### config.mk
export PLATFORM = sky130hd
export DESIGN_NAME = sdram_pd_seq
export DESIGN_NICKNAME = d
export VERILOG_FILES = /design/src/rtl/sdram_pd_pkg.sv /design/src/rtl/pd_cnt.sv /design/src/rtl/pd_fsm.sv /design/src/rtl/sdram_pd_seq.sv
export SDC_FILE = /design/constraint.sdc
export NUM_CORES = 1
export LEC_CHECK = 0
export ABC_CLOCK_PERIOD_IN_PS = 1770
export BUFFER_PORTS_ARGS = -buffer_cell sky130_fd_sc_hd__buf_2
export CAP_MARGIN = 20
export CORE_MARGIN = 2
export CORE_UTILIZATION = 48
export CTS_CLUSTER_SIZE = 14
export DETAILED_ROUTE_END_ITERATION = 16
export GPL_TIMING_DRIVEN = 0
export PLACE_DENSITY_LB_ADDON = 0.12
export SYNTH_ARGS = -nofsm -noshare
export SYNTH_HDL_FRONTEND = slang
export SYNTH_SLANG_ARGS = --single-unit
### constraint.sdc
create_clock -name clk_i -period 1.77 [get_ports clk_i]
set_clock_uncertainty 0.2 [all_clocks]
set_input_delay 0.354 -clock clk_i [delete_from_list [all_inputs] [get_ports clk_i]]
set_output_delay 0.354 -clock clk_i [all_outputs]
set_load 0.05 [all_outputs]
### src/rtl/sdram_pd_pkg.sv
package sdram_pd_pkg;
  typedef enum logic [1:0] {
    CMD_NOP = 2'd0, CMD_PRE = 2'd1, CMD_ACT = 2'd2, CMD_OTH = 2'd3
  } cmd_e;

  typedef enum logic [2:0] {
    ST_IDLE, ST_PRE_ALL, ST_WAIT_TRP, ST_ENTER_PD, ST_IN_PD, ST_EXIT_PD
  } pd_st_e;

  localparam logic [1:0] PDM_NONE = 2'd0;
  localparam logic [1:0] PDM_PRE  = 2'd1;
  localparam logic [1:0] PDM_ACT  = 2'd2;

  localparam logic [1:0] CAUSE_NONE  = 2'd0;
  localparam logic [1:0] CAUSE_WAKE  = 2'd1;
  localparam logic [1:0] CAUSE_REF   = 2'd2;
  localparam logic [1:0] CAUSE_LIMIT = 2'd3;
endpackage

### src/rtl/pd_cnt.sv
module pd_cnt #(
  parameter int W   = 4,
  parameter int MAX = 15
) (
  input  logic         clk_i,
  input  logic         rst_ni,
  input  logic         clr_i,
  input  logic         en_i,
  output logic [W-1:0] cnt_o
);
  localparam logic [W-1:0] MaxV = W'(MAX);

  always_ff @(posedge clk_i or negedge rst_ni) begin
    if (!rst_ni)                       cnt_o <= '0;
    else if (clr_i)                    cnt_o <= '0;
    else if (en_i && cnt_o != MaxV)    cnt_o <= cnt_o + 1'b1;
  end
endmodule

### src/rtl/pd_fsm.sv
module pd_fsm
  import sdram_pd_pkg::*;
#(
  parameter int TRP_CYC   = 2,
  parameter int EXIT_NOPS = 2,
  parameter int RES_LIMIT = 1024,
  parameter int PH_W      = 2,
  parameter int RES_W     = 11
) (
  input  logic             clk_i,
  input  logic             rst_ni,
  input  logic             sleep_req_i,
  input  logic             pre_path_i,
  input  logic             any_open_i,
  input  logic             access_busy_i,
  input  logic             refresh_due_i,
  input  logic             wake_i,
  input  logic [PH_W-1:0]  ph_cnt_i,
  input  logic [RES_W-1:0] res_cnt_i,
  output pd_st_e           st_o,
  output logic             st_chg_o,
  output logic [1:0]       flav_o,
  output logic [1:0]       cause_o,
  output logic             err_o
);
  localparam logic [PH_W-1:0]  TrpLast  = PH_W'(TRP_CYC - 1);
  localparam logic [PH_W-1:0]  ExitLast = PH_W'(EXIT_NOPS - 1);
  localparam logic [RES_W-1:0] ResLast  = RES_W'(RES_LIMIT - 1);

  pd_st_e st_q, st_d;
  logic   limit_hit;

  assign limit_hit = (st_q == ST_IN_PD) && (res_cnt_i == ResLast);

  always_comb begin
    st_d = st_q;
    unique case (st_q)
      ST_IDLE:
        if (sleep_req_i && !access_busy_i && !refresh_due_i)
          st_d = (pre_path_i && any_open_i) ? ST_PRE_ALL : ST_ENTER_PD;
      ST_PRE_ALL:  st_d = ST_WAIT_TRP;
      ST_WAIT_TRP:
        if (refresh_due_i)
          st_d = ST_IDLE;
        else if (!any_open_i && !access_busy_i && ph_cnt_i >= TrpLast)
          st_d = ST_ENTER_PD;
      ST_ENTER_PD: st_d = ST_IN_PD;
      ST_IN_PD:
        if (limit_hit || refresh_due_i || wake_i) st_d = ST_EXIT_PD;
      ST_EXIT_PD:
        if (ph_cnt_i == ExitLast) st_d = ST_IDLE;
      default:     st_d = ST_IDLE;
    endcase
  end

  always_ff @(posedge clk_i or negedge rst_ni) begin
    if (!rst_ni) begin
      st_q    <= ST_IDLE;
      flav_o  <= PDM_NONE;
      cause_o <= CAUSE_NONE;
      err_o   <= 1'b0;
    end else begin
      st_q <= st_d;
      if (st_d == ST_ENTER_PD && st_q != ST_ENTER_PD) begin
        flav_o  <= any_open_i ? PDM_ACT : PDM_PRE;
        cause_o <= CAUSE_NONE;
      end
      if (st_q == ST_IN_PD && st_d == ST_EXIT_PD)
        cause_o <= limit_hit ? CAUSE_LIMIT : (refresh_due_i ? CAUSE_REF : CAUSE_WAKE);
      if (limit_hit) err_o <= 1'b1;
    end
  end

  assign st_o     = st_q;
  assign st_chg_o = (st_d != st_q);
endmodule

### src/rtl/sdram_pd_seq.sv
module sdram_pd_seq
  import sdram_pd_pkg::*;
#(
  parameter int NUM_BANKS = 4,
  parameter int BA_W      = $clog2(NUM_BANKS),
  parameter int TRP_CYC   = 2,
  parameter int EXIT_NOPS = 2,
  parameter int RES_LIMIT = 1024
) (
  input  logic                 clk_i,
  input  logic                 rst_ni,
  input  logic                 sleep_req_i,
  input  logic                 pre_path_i,
  input  logic [NUM_BANKS-1:0] bank_open_i,
  input  logic                 access_busy_i,
  input  logic                 refresh_due_i,
  input  logic                 wake_i,
  input  logic [1:0]           sched_cmd_i,
  input  logic                 sched_a10_i,
  input  logic [BA_W-1:0]      sched_ba_i,
  output logic                 cke_o,
  output logic [1:0]           cmd_o,
  output logic                 a10_o,
  output logic [BA_W-1:0]      ba_o,
  output logic                 sched_gnt_o,
  output logic [1:0]           pd_mode_o,
  output logic [1:0]           exit_cause_o,
  output logic                 res_err_o
);
  localparam int PH_MAX = (TRP_CYC > EXIT_NOPS) ? TRP_CYC : EXIT_NOPS;
  localparam int PH_W   = $clog2(PH_MAX + 1);
  localparam int RES_W  = $clog2(RES_LIMIT + 1);

  pd_st_e           st;
  logic             st_chg, cke_low;
  logic [PH_W-1:0]  ph_cnt;
  logic [RES_W-1:0] res_cnt;
  logic [1:0]       flav;

  // cycles spent in the current state
  pd_cnt #(.W(PH_W), .MAX(PH_MAX)) u_ph_cnt (
    .clk_i(clk_i), .rst_ni(rst_ni), .clr_i(st_chg), .en_i(1'b1), .cnt_o(ph_cnt)
  );

  // cycles spent with CKE low
  pd_cnt #(.W(RES_W), .MAX(RES_LIMIT)) u_res_cnt (
    .clk_i(clk_i), .rst_ni(rst_ni), .clr_i(!cke_low), .en_i(cke_low), .cnt_o(res_cnt)
  );

  pd_fsm #(
    .TRP_CYC(TRP_CYC), .EXIT_NOPS(EXIT_NOPS), .RES_LIMIT(RES_LIMIT),
    .PH_W(PH_W), .RES_W(RES_W)
  ) u_fsm (
    .clk_i(clk_i), .rst_ni(rst_ni),
    .sleep_req_i(sleep_req_i), .pre_path_i(pre_path_i),
    .any_open_i(|bank_open_i), .access_busy_i(access_busy_i),
    .refresh_due_i(refresh_due_i), .wake_i(wake_i),
    .ph_cnt_i(ph_cnt), .res_cnt_i(res_cnt),
    .st_o(st), .st_chg_o(st_chg), .flav_o(flav),
    .cause_o(exit_cause_o), .err_o(res_err_o)
  );

  assign cke_low     = (st == ST_ENTER_PD) || (st == ST_IN_PD);
  assign cke_o       = !cke_low;
  assign sched_gnt_o = (st == ST_IDLE);
  assign pd_mode_o   = cke_low ? flav : PDM_NONE;

  always_comb begin
    cmd_o = CMD_NOP;
    a10_o = 1'b0;
    ba_o  = '0;
    if (st == ST_IDLE) begin
      cmd_o = sched_cmd_i;
      a10_o = sched_a10_i;
      ba_o  = sched_ba_i;
    end else if (st == ST_PRE_ALL) begin
      cmd_o = CMD_PRE;
      a10_o = 1'b1;
    end
  end
endmodule

==> results_dict.tcl, run 1 <==
set metrics [dict create \
    pwr-share-clk 0.077 \
    ys_warn_count 0 \
    detailed_place_hpwl_um 1850 \
    timing.final.crit_share 1.25 \
    endpoint_kind "register" \
    start_util 0.505 \
    synth_compound_area_frac 0.112 \
    yosysSeqAreaShare 0.420 \
    grt_max_degree 22 \
    rsz0062_at_grt "true" \
    critical_path_class "reg -> reg" \
    worstHoldStart "wake_i" \
    clock_sinks 21 \
    num_io_pins 28 \
    synth_area_sq_mm 0.00125 \
    p_int_mw 1.68 \
    drc 0 \
    synth_cell_type_count 39 \
    cts_tree "yes" \
    rows 18 \
    slew_viol_final 0 \
    p_switching_mw 1.38 \
    cp_max_fo 6 \
    period_needed_ps 2210 \
    final-hold-violation-count 0 \
    die_area_sq_mm 0.00303 \
    syn-num-nets 154 \
    grt_pass1_wl_um 5110 \
    placed_cell_area_sq_mm 0.00149 \
    cp-start-kind "register" \
    avgViaCountPerCell 5.57 \
    max_freq_ghz 0.452 \
    utilization 0.847 \
    fin_area_sq_mm 0.00210 \
    clk_latency_ps 310 \
    timing.rr.end "u_fsm.flav_o[0]$_DFFE_PN0P_" \
    p_seq_frac 0.215 \
    reg2reg_slack_ps -440 \
    num_vias 1271 \
    grt_pass1_vias 1124 \
    antenna_left 0 \
    p_leak_nw 0.942 \
    setup_viol 17 \
    reg2reg_from "u_fsm.st_o[2]$_DFF_PN0_" \
    worstPathRequired_ps 1780 \
    violations "setup timing" \
    synthAdderAreaFrac 0.0500 \
    wirelength_um 4140 \
    min_to "u_fsm.cause_o[1]$_DFFE_PN0P_" \
    yosys_register_bits 21 \
    dr.pass1.iters 4 \
    dieHeight_um 55.1 \
    diodes 0 \
    switching_share 0.451 \
    core-area_sq_mm 0.00248 \
    antenna_found_initial 0 \
    initialDrtViolationCount 17 \
    synth_top_family_by_area "simple AND/OR/NAND/NOR gates" \
    io_buffers 27 \
    slew_headroom 0.684 \
    avgRoutedWirePerCell_um 18.2 \
    fin_tns_setup_ps -4730 \
    hold_depth 4 \
    worst_ep_arrival_time_ps 2220 \
    synth_mux_area_frac 0.0180 \
    worstMarginPinSlew_ps 475 \
    finalWorstSetupSlack_ps -443 \
    die_w_um 55.1 \
    clkTransAtPathRegs_ps 120 \
    min_path_type "in -> reg" \
    area_growth_pct 67.8 \
    yosys.area_share.simple 0.281 \
    layout-drive-gt1-share 0.596 \
    status "complete, but fails checks" \
    syn-instance-count 133 \
    cts_htree_levels 1 \
    layout.nets 220 \
    gr-usage-all-layers 0.243 \
    cts_buffers 3 \
    ir_drop_mv 1.31 \
    cts_max_path_buffers 2 \
    gp_congestion 0.738 \
    overflow 0 \
    power_frac_comb 0.707 \
    drv_cap 0 \
    cts-root-buf "clkbuf_4" \
    p_per_area_mw_per_mm2 1460 \
    synth_xor_xnor_area_share 0.0630 \
    avgSynthCellArea_sq_um 9.41 \
    reg2regPathDepth 9 \
]
[Yosys cell counts]
master	instances	area, sq um
nand4b_1	1	8.76
a2111oi_2	1	15.0
and3_4	1	11.3
ha_1	5	62.6
o221a_2	1	11.3
nand2b_1	1	6.26
a21oi_1	4	20.0
nor2_2	1	6.26
nor4b_1	1	8.76
or3_1	1	6.26
and2_1	3	18.8
a41oi_1	1	8.76
mux2_2	2	22.5
a211oi_1	2	15.0
or2_2	1	6.26
xor2_1	7	61.3
nor3_4	1	16.3
o21ai_0	7	35.0
nor4_1	1	6.26
nand3_1	6	30.0
nand4_1	2	12.5
and3_1	2	12.5
o31ai_1	1	7.51
and4_1	1	8.76
dfrtp_1	21	526
and2_2	1	7.51
nor4_4	1	21.3
buf_2	2	10.0
inv_1	7	26.3
nor2_1	19	71.3
nor3b_1	1	7.51
o21bai_1	1	7.51
o311a_2	1	11.3
nor3_1	5	25.0
o2111ai_1	1	8.76
xnor2_1	2	17.5
nor2b_1	3	18.8
nand2_1	11	41.3
buf_6	3	33.8
[layer usage]
metal	up-vias	part of all wire	global-route usage	wire, um
li1	593	-	-	-
met1	614	0.40	0.281	1660
met2	49	0.52	0.438	2170
met3	15	0.035	0.0376	147
met4	0	0.040	0.110	166
met5	-	0	0	0
[through the flow]
step | cells | setup slack, ps | total power [mW] | hold WS [ps]
2_1_floorplan | 133 | -377 | 1.60 | -142
3_3_place_gp | 190 | -287 | 1.81 | 134
3_5_place_dp | 190 | -285 | 1.85 | 130
4_1_cts | 219 | -316 | 2.62 | 182
5_1_grt | 228 | -474 | 3.21 | 202
6_report | 228 | -443 | 3.07 | 190
[power by group through the flow]
stage	combinational [mW]	sequential (mW)	clock [mW]
3_5_place_dp	1.19	0.656	0
4_1_cts	1.75	0.636	0.241
6_report	2.17	0.660	0.237
5_1_grt	2.28	0.663	0.263
3_3_place_gp	1.17	0.645	0
2_1_floorplan	0.880	0.724	0
[kinds of logic after synthesis]
| family | Yosys count |
|---|---|
| buffers and inverters | 12 |
| multiplexers | 2 |
| flip-flops | 21 |
| XOR/XNOR | 9 |
| adder cells (fa/ha/maj) | 5 |
| AO/OA/AOI/OAI | 20 |
| AND/OR/NAND/NOR | 64 |
[flip-flops by register name, summed over array words and instances, names as in the netlist]
register,flops
u_ph_cnt.cnt_o,2
u_fsm.st_o,3
u_fsm.flav_o,2
u_fsm.err_o,1
u_res_cnt.cnt_o,11
u_fsm.cause_o,2
[area by class of cell]
type,instances,area [sq um]
plain buffers,4,45.0
multi-input cells,100,900
fillers,134,378
repair buffers,62,529
clock buffers,3,22.5
clock inverters,1,5.00
inverters,7,35.0
well taps,30,37.5
flip-flops and latches,21,526
[what timing repair did]
item / 4_1_cts / 5_1_grt
setup buffers: 26 / 10
endpoints found under the hold margin: 21 / 0
hold buffers: 1 / 0
setup endpoints to repair: 15 / 18
pin swaps: 13 / 17
gates resized for setup: 50 / 34
[critical path, stage by stage, from the launching register on]
cell     delay (ps)
dfrtp_1         410
buf_6           140
buf_4           130
buf_6           110
buf_4           130
nor2_1          160
nand3_1         160
o311a_4         190
nor2_4          160
mux2_4          320
[cells in the final DEF (no fill, tap or decap), drive strengths merged, types with 2 or more instances in the layout]
cell    count
a211oi      2
a21oi       4
and2        4
and3        3
buf        65
clkbuf      3
dfrtp      21
ha          5
inv         6
mux2        2
nand2      11
nand3       6
nand4       2
nor2       20
nor2b       3
nor3        6
nor4        2
o21ai       7
xnor2       2
xor2        7
[worst max path at each step]
stage | end | slack (ps) | depth (start not counted) | start
after detailed placement | u_fsm.flav_o[0]$_DFFE_PN0P_ | -280 | 6 | u_ph_cnt.cnt_o[0]$_DFFE_PN0P_
after CTS | pd_mode_o[0] | -320 | 7 | u_fsm.st_o[0]$_DFF_PN0_
final | u_fsm.flav_o[0]$_DFFE_PN0P_ | -440 | 9 | u_fsm.st_o[2]$_DFF_PN0_
after floorplan | a10_o | -380 | 2 | u_fsm.st_o[2]$_DFF_PN0_
after global placement | cke_o | -290 | 6 | u_fsm.st_o[1]$_DFF_PN0_
after global routing | ba_o[0] | -470 | 5 | u_fsm.st_o[2]$_DFF_PN0_
No activity file was read; power rests on OpenSTA's default activity.
==> run 2: changes to the inputs <==
Settings changed: ABC_AREA set to 1.
==> results_dict.tcl, run 2 <==
set metrics [dict create \
    synth_top_cells_by_area "dfrtp_1, nand2_1, inv_1" \
    overflow 0 \
    synth_most_common_cell "nand2_1" \
    cts_tree "yes" \
    cts_max_path_buffers 2 \
    clock_sinks 21 \
    cp_max_fo 5 \
    num_io_pins 28 \
    grt_max_degree 22 \
    regMostFlops "u_res_cnt.cnt_o" \
    initialDrtViolationCount 25 \
    dr.pass1.iters 4 \
    syn-instance-count 161 \
    core-area_sq_mm 0.00271 \
    diodes 0 \
    layout.nets 226 \
    synth_area_sq_mm 0.00135 \
    avgSynthCellArea_sq_um 8.35 \
    area_growth_pct 36.8 \
    layout-drive-gt1-share 0.436 \
    largest_reg_flops 11 \
    start_util 0.496 \
    yosysTopAreaCell "dfrtp_1" \
    syn-num-nets 182 \
    slew_headroom 0.682 \
    power.total_mw 2.64 \
    cts_buffers 3 \
    violations "setup timing" \
    antenna_found_initial 0 \
    avgViaCountPerCell 5.24 \
    synth_cell_type_count 32 \
    layout_common_cells "nand2_1, dfrtp_1, inv_1, buf_2, nor2_1" \
    ir_drop_mv 1.35 \
    worstMarginPinSlew_ps 477 \
    final-hold-violation-count 0 \
    hold_slack_ps 124 \
    drv_cap 0 \
    cts-root-buf "clkbuf_4" \
    worstPathRequired_ps 1220 \
    clkTransAtPathRegs_ps 110 \
    fin_area_sq_mm 0.00184 \
    wirelength_um 3090 \
    ys_warn_count 0 \
    num_vias 1232 \
    dp.cells 219 \
    gp_congestion 0.766 \
    place_ws_ps -11.6 \
    critical_path_class "reg -> out" \
    io_buffers 27 \
    yosys_register_bits 21 \
    final_common_cell "nand2_1" \
    worst_ep_arrival_time_ps 1440 \
    min_path_type "in -> reg" \
    die_w_um 56.9 \
    period_needed_ps 2000 \
    grt_pass1_vias 1098 \
    yosysSeqAreaShare 0.391 \
    synth_top_flop_cell "dfrtp_1" \
    dieHeight_um 56.9 \
    avgRoutedWirePerCell_um 13.1 \
    grt_pass1_wl_um 4670 \
    async_reset_ff_frac 1.00 \
    endpoint_kind "output port" \
    max_freq_ghz 0.500 \
    clk_latency_ps 300 \
    slew_viol_final 0 \
    finalWorstSetupSlack_ps -228 \
    detailed_place_hpwl_um 2020 \
    cts_htree_levels 1 \
    cp-start-kind "register" \
    drc 0 \
    p_per_area_mw_per_mm2 1430 \
    placed_cell_area_sq_mm 0.00154 \
    yosys.area.top_type_share 0.391 \
    stdcell_count 235 \
    utilization 0.679 \
    gr-usage-all-layers 0.180 \
    synth-edff-count 0 \
    p_leak_nw 0.894 \
    fin_tns_setup_ps -1590 \
    antenna_left 0 \
    setup_viol 9 \
    status "complete, but fails checks" \
    rows 19 \
    die_area_sq_mm 0.00324 \
    rsz0062_at_grt "true" \
    synth_common_cells "nand2_1, dfrtp_1, inv_1, nor2_1, nand3_1" \
    timing.final.crit_share 1.13 \
]
==> run 2: metal layers <==
metal  share of wire  vias up  GRT usage
li1                -      603          -
met1            0.42      585      0.239
met2            0.52       34      0.300
met3           0.033       10     0.0385
met4           0.030        0     0.0498
met5               0        -          0
==> run 2: report_power, final <==
part           switching (mW)  internal (mW)  leakage, nW
clock network           0.143         0.0878       0.0150
registers              0.0925          0.579        0.280
logic                    1.07          0.666        0.600
==> run 2: logic make-up after synthesis <==
group,synth area share
AOI/OAI and AO/OA,0.0940
adders and majority gates,0.0465
DFF,0.391
and+or+nand+nor,0.368
xor gates and xnor gates,0.0195
buffers and inverters,0.0809
==> run 2: what timing repair did <==
item | 4_1_cts | 5_1_grt
gates resized for setup | 30 | 14
pin swaps | 4 | 8
cloned | 0 | 0
hold buffers | 1 | 0
setup endpoints to repair | 9 | 18
hold endpoints to repair | 21 | 0
buffers inserted | 5 | 7
==> run 2: final cells by class <==
cell class / instances / area (sq um)
multi-input cells: 113 / 821
fillers: 202 / 870
repair buffers: 39 / 312
well taps: 31 / 38.8
inverters: 27 / 115
flip-flops and latches: 21 / 528
clock buffers: 4 / 26.3
==> run 2: path summary, 6_finish.rpt <==
path / startpoint / end / slack (ps) / cells after the start
max: u_fsm.st_o[1]$_DFF_PN0_ / pd_mode_o[0] / -230 / 5
min: refresh_due_i / u_fsm.cause_o[1]$_DFFE_PN0P_ / 120 / 3
max reg2reg: u_fsm.st_o[1]$_DFF_PN0_ / u_res_cnt.cnt_o[1]$_DFFE_PN0P_ / 40 / 8
min reg2reg: u_fsm.err_o$_DFFE_PN0P_ / u_fsm.err_o$_DFFE_PN0P_ / 280 / 1
max in group asynchronous: rst_ni / u_fsm.st_o[0]$_DFF_PN0_ / 690 / 2
min in group asynchronous: rst_ni / u_res_cnt.cnt_o[9]$_DFFE_PN0P_ / 320 / 2
==> run 2: critical path, cell delays in order, from the launching register on <==
cell,delay [ps]
dfrtp_1,450
inv_2,90
nor3_4,290
nor2_8,80
nor2_4,90
buf_6,160
==> run 3: changes to the inputs <==
Settings changed: CORE_UTILIZATION 48 to 50, SYNTH_HIERARCHICAL set to 1, TNS_END_PERCENT set to 30.
==> results_dict.tcl, run 3 <==
set metrics [dict create \
    reg2reg_slack_ps -130 \
    synth_top_flop_cell "dfrtp_1" \
    die_w_um 60.8 \
    cpPeakStageDelay_ps 470 \
    async_reset_ff_frac 1.00 \
    synth_area_sq_mm 0.00161 \
    synth_top_cells_by_area "dfrtp_1, nand2_1, inv_1" \
    reg2reg_from "u_fsm/st_o[0]$_DFF_PN0_" \
    pwr-share-clk 0.074 \
    die_area_sq_mm 0.00370 \
    avgSynthCellArea_sq_um 6.89 \
    synth_top_family_by_area "simple AND/OR/NAND/NOR gates" \
    ys_warn_count 6 \
    timing.rr.end "u_ph_cnt/cnt_o[1]$_DFFE_PN0P_" \
    path_delay_family "flip-flops" \
    cts_max_path_buffers 2 \
    drv_cap 0 \
    avgViaCountPerCell 4.81 \
    cts_htree_levels 1 \
    worst_ep_arrival_time_ps 1400 \
    grt_pass1_vias 1253 \
    worstPathRequired_ps 1220 \
    rsz0062_at_grt "true" \
    cts-root-buf "clkbuf_4" \
    yosys_register_bits 21 \
    synth_cell_type_count 25 \
    area_growth_pct 33.8 \
    min_path_type "in -> reg" \
    synth_compound_area_frac 0.0396 \
    wirelength_um 3760 \
    endpoint_kind "output port" \
    grt_pass1_wl_um 5410 \
    regMostFlops "u_res_cnt/cnt_o" \
    status "complete, but fails checks" \
    p_int_mw 1.45 \
    num_io_pins 28 \
    initialDrtViolationCount 70 \
    yosysSeqAreaShare 0.326 \
    clock_sinks 21 \
    start_util 0.528 \
    final_common_cell "nand2_1" \
    p_switching_mw 1.64 \
    synth_most_common_cell "nand2_1" \
    p_per_area_mw_per_mm2 1430 \
    cp_max_fo 4 \
    synth_mux_area_frac 0 \
    setup_viol 17 \
    placed_cell_area_sq_mm 0.00182 \
    dieHeight_um 60.8 \
    syn-instance-count 234 \
    synth-edff-count 0 \
    layout_common_cells "nand2_1, inv_1, buf_2, nor2_1, dfrtp_1" \
    yosys.area_share.simple 0.468 \
    max_freq_ghz 0.512 \
    period_needed_ps 1950 \
    antenna_left 0 \
    fin_area_sq_mm 0.00216 \
    ir_drop_mv 0.989 \
    min_to "u_fsm/cause_o[0]$_DFFE_PN0P_" \
    reg2regPathDepth 13 \
    dr.pass1.iters 4 \
    worstHoldStart "refresh_due_i" \
    cts_buffers 3 \
    cp-start-kind "register" \
    antenna_found_initial 0 \
    grt_max_degree 22 \
    layout.nets 301 \
    synth_common_cells "nand2_1, inv_1, nor2_1, dfrtp_1, nand3_1" \
    clkTransAtPathRegs_ps 110 \
    synthAdderAreaFrac 0.0233 \
    core-area_sq_mm 0.00305 \
    crit_chain "buf_6 -> buf_4 -> nor2_1 -> nor2_1 -> buf_6" \
    utilization 0.707 \
    p_seq_frac 0.221 \
    overflow 0 \
    clk_latency_ps 300 \
    slowest_stage "dfrtp_2" \
    hold_slack_ps 178 \
    num_vias 1562 \
    diodes 0 \
    switching_share 0.531 \
    violations "setup timing" \
    synth_xor_xnor_area_share 0.00543 \
    largest_reg_flops 11 \
    power_frac_comb 0.704 \
    hold_depth 4 \
    finalWorstSetupSlack_ps -184 \
    timing.final.crit_share 1.10 \
    rows 20 \
    drc 0 \
    yosysTopAreaCell "dfrtp_1" \
    slew_viol_final 0 \
    gp_congestion 0.819 \
    cts_tree "yes" \
    critical_path_class "reg -> out" \
    gr-usage-all-layers 0.193 \
    layout-drive-gt1-share 0.374 \
    yosys.area.top_type_share 0.326 \
    timing.critical_path.buf_inv 3 \
    io_buffers 27 \
    detailed_place_hpwl_um 2320 \
    avgRoutedWirePerCell_um 11.6 \
    p_leak_nw 1.17 \
    final-hold-violation-count 0 \
]
run 3: changes by cell type after synthesis, moves of 6 or more:
cell	previous run	this run
nor2_1	18	24
inv_1	19	41
nand2_1	24	67
a21oi_1	7	0
nand4_1	2	12
o21ai_0	7	0
run 3: per-stage QoR:
stage / total power, mW / worst slack [ps] / TNS, ps / instances
floorplan: 1.90 / -111 / -454 / 235
global placement: 2.19 / -162 / -316 / 306
detailed placement: 2.21 / -175 / -377 / 306
CTS: 2.71 / -92.5 / -564 / 317
global route: 3.27 / -224 / -3700 / 325
finish: 3.09 / -184 / -1580 / 325
run 3: cell type report:
cell class,count,area (sq um)
buffer,5,50.0
clock buffer,4,26.3
fill,253,895
inverter,45,171
multi-input combinational,164,997
sequential,21,529
tap,44,55.1
timing repair buffer,42,329
run 3: logic make-up after synthesis:
family | after synthesis
XOR/XNOR | 1
AO/OA/AOI/OAI | 10
flip-flops | 21
adder cells (fa/ha/maj) | 3
other | 1
buffers and inverters | 50
AND/OR/NAND/NOR | 148
run 3: how the worst max path moves through the flow:
stage,slack [ps],cells past startpoint,startpoint,endpoint
2_1_floorplan,-110,3,u_fsm/st_o[2]$_DFF_PN0_,ba_o[0]
3_3_place_gp,-160,14,bank_open_i[3],u_ph_cnt/cnt_o[1]$_DFFE_PN0P_
3_5_place_dp,-170,14,bank_open_i[1],u_ph_cnt/cnt_o[1]$_DFFE_PN0P_
4_1_cts,-90,4,u_fsm/st_o[0]$_DFF_PN0_,pd_mode_o[0]
5_1_grt,-220,5,u_fsm/st_o[0]$_DFF_PN0_,a10_o
6_report,-180,5,u_fsm/st_o[0]$_DFF_PN0_,cmd_o[0]
run 3: repair_timing:
action	CTS	global route
setup buffers	6	8
resized for setup	28	30
hold buffers	1	0
endpoints found under the setup margin	13	23
pin swaps	9	20
hold endpoints to repair	21	0
run 3: power by group through the flow:
stage / registers [mW] / logic (mW) / clock network, mW
after floorplan: 0.727 / 1.17 / 0
after global placement: 0.676 / 1.52 / 0
after detailed placement: 0.680 / 1.53 / 0
after CTS: 0.669 / 1.80 / 0.239
after global routing: 0.699 / 2.32 / 0.254
final: 0.683 / 2.17 / 0.230
run 3: worst min-delay path: stages:
cell	delay (ps)
buf_2	120
nand2_1	70
nand2_1	70
nand2_1	40
run 3: routing by layer:
layer | wire [um] | vias up | share of wire | global-route usage
met5 | 0 | - | 0 | 0
met4 | 30 | 0 | 0.0080 | 0.0373
met3 | 188 | 4 | 0.050 | 0.0384
met2 | 1850 | 37 | 0.49 | 0.298
met1 | 1690 | 713 | 0.45 | 0.284
li1 | - | 808 | - | -
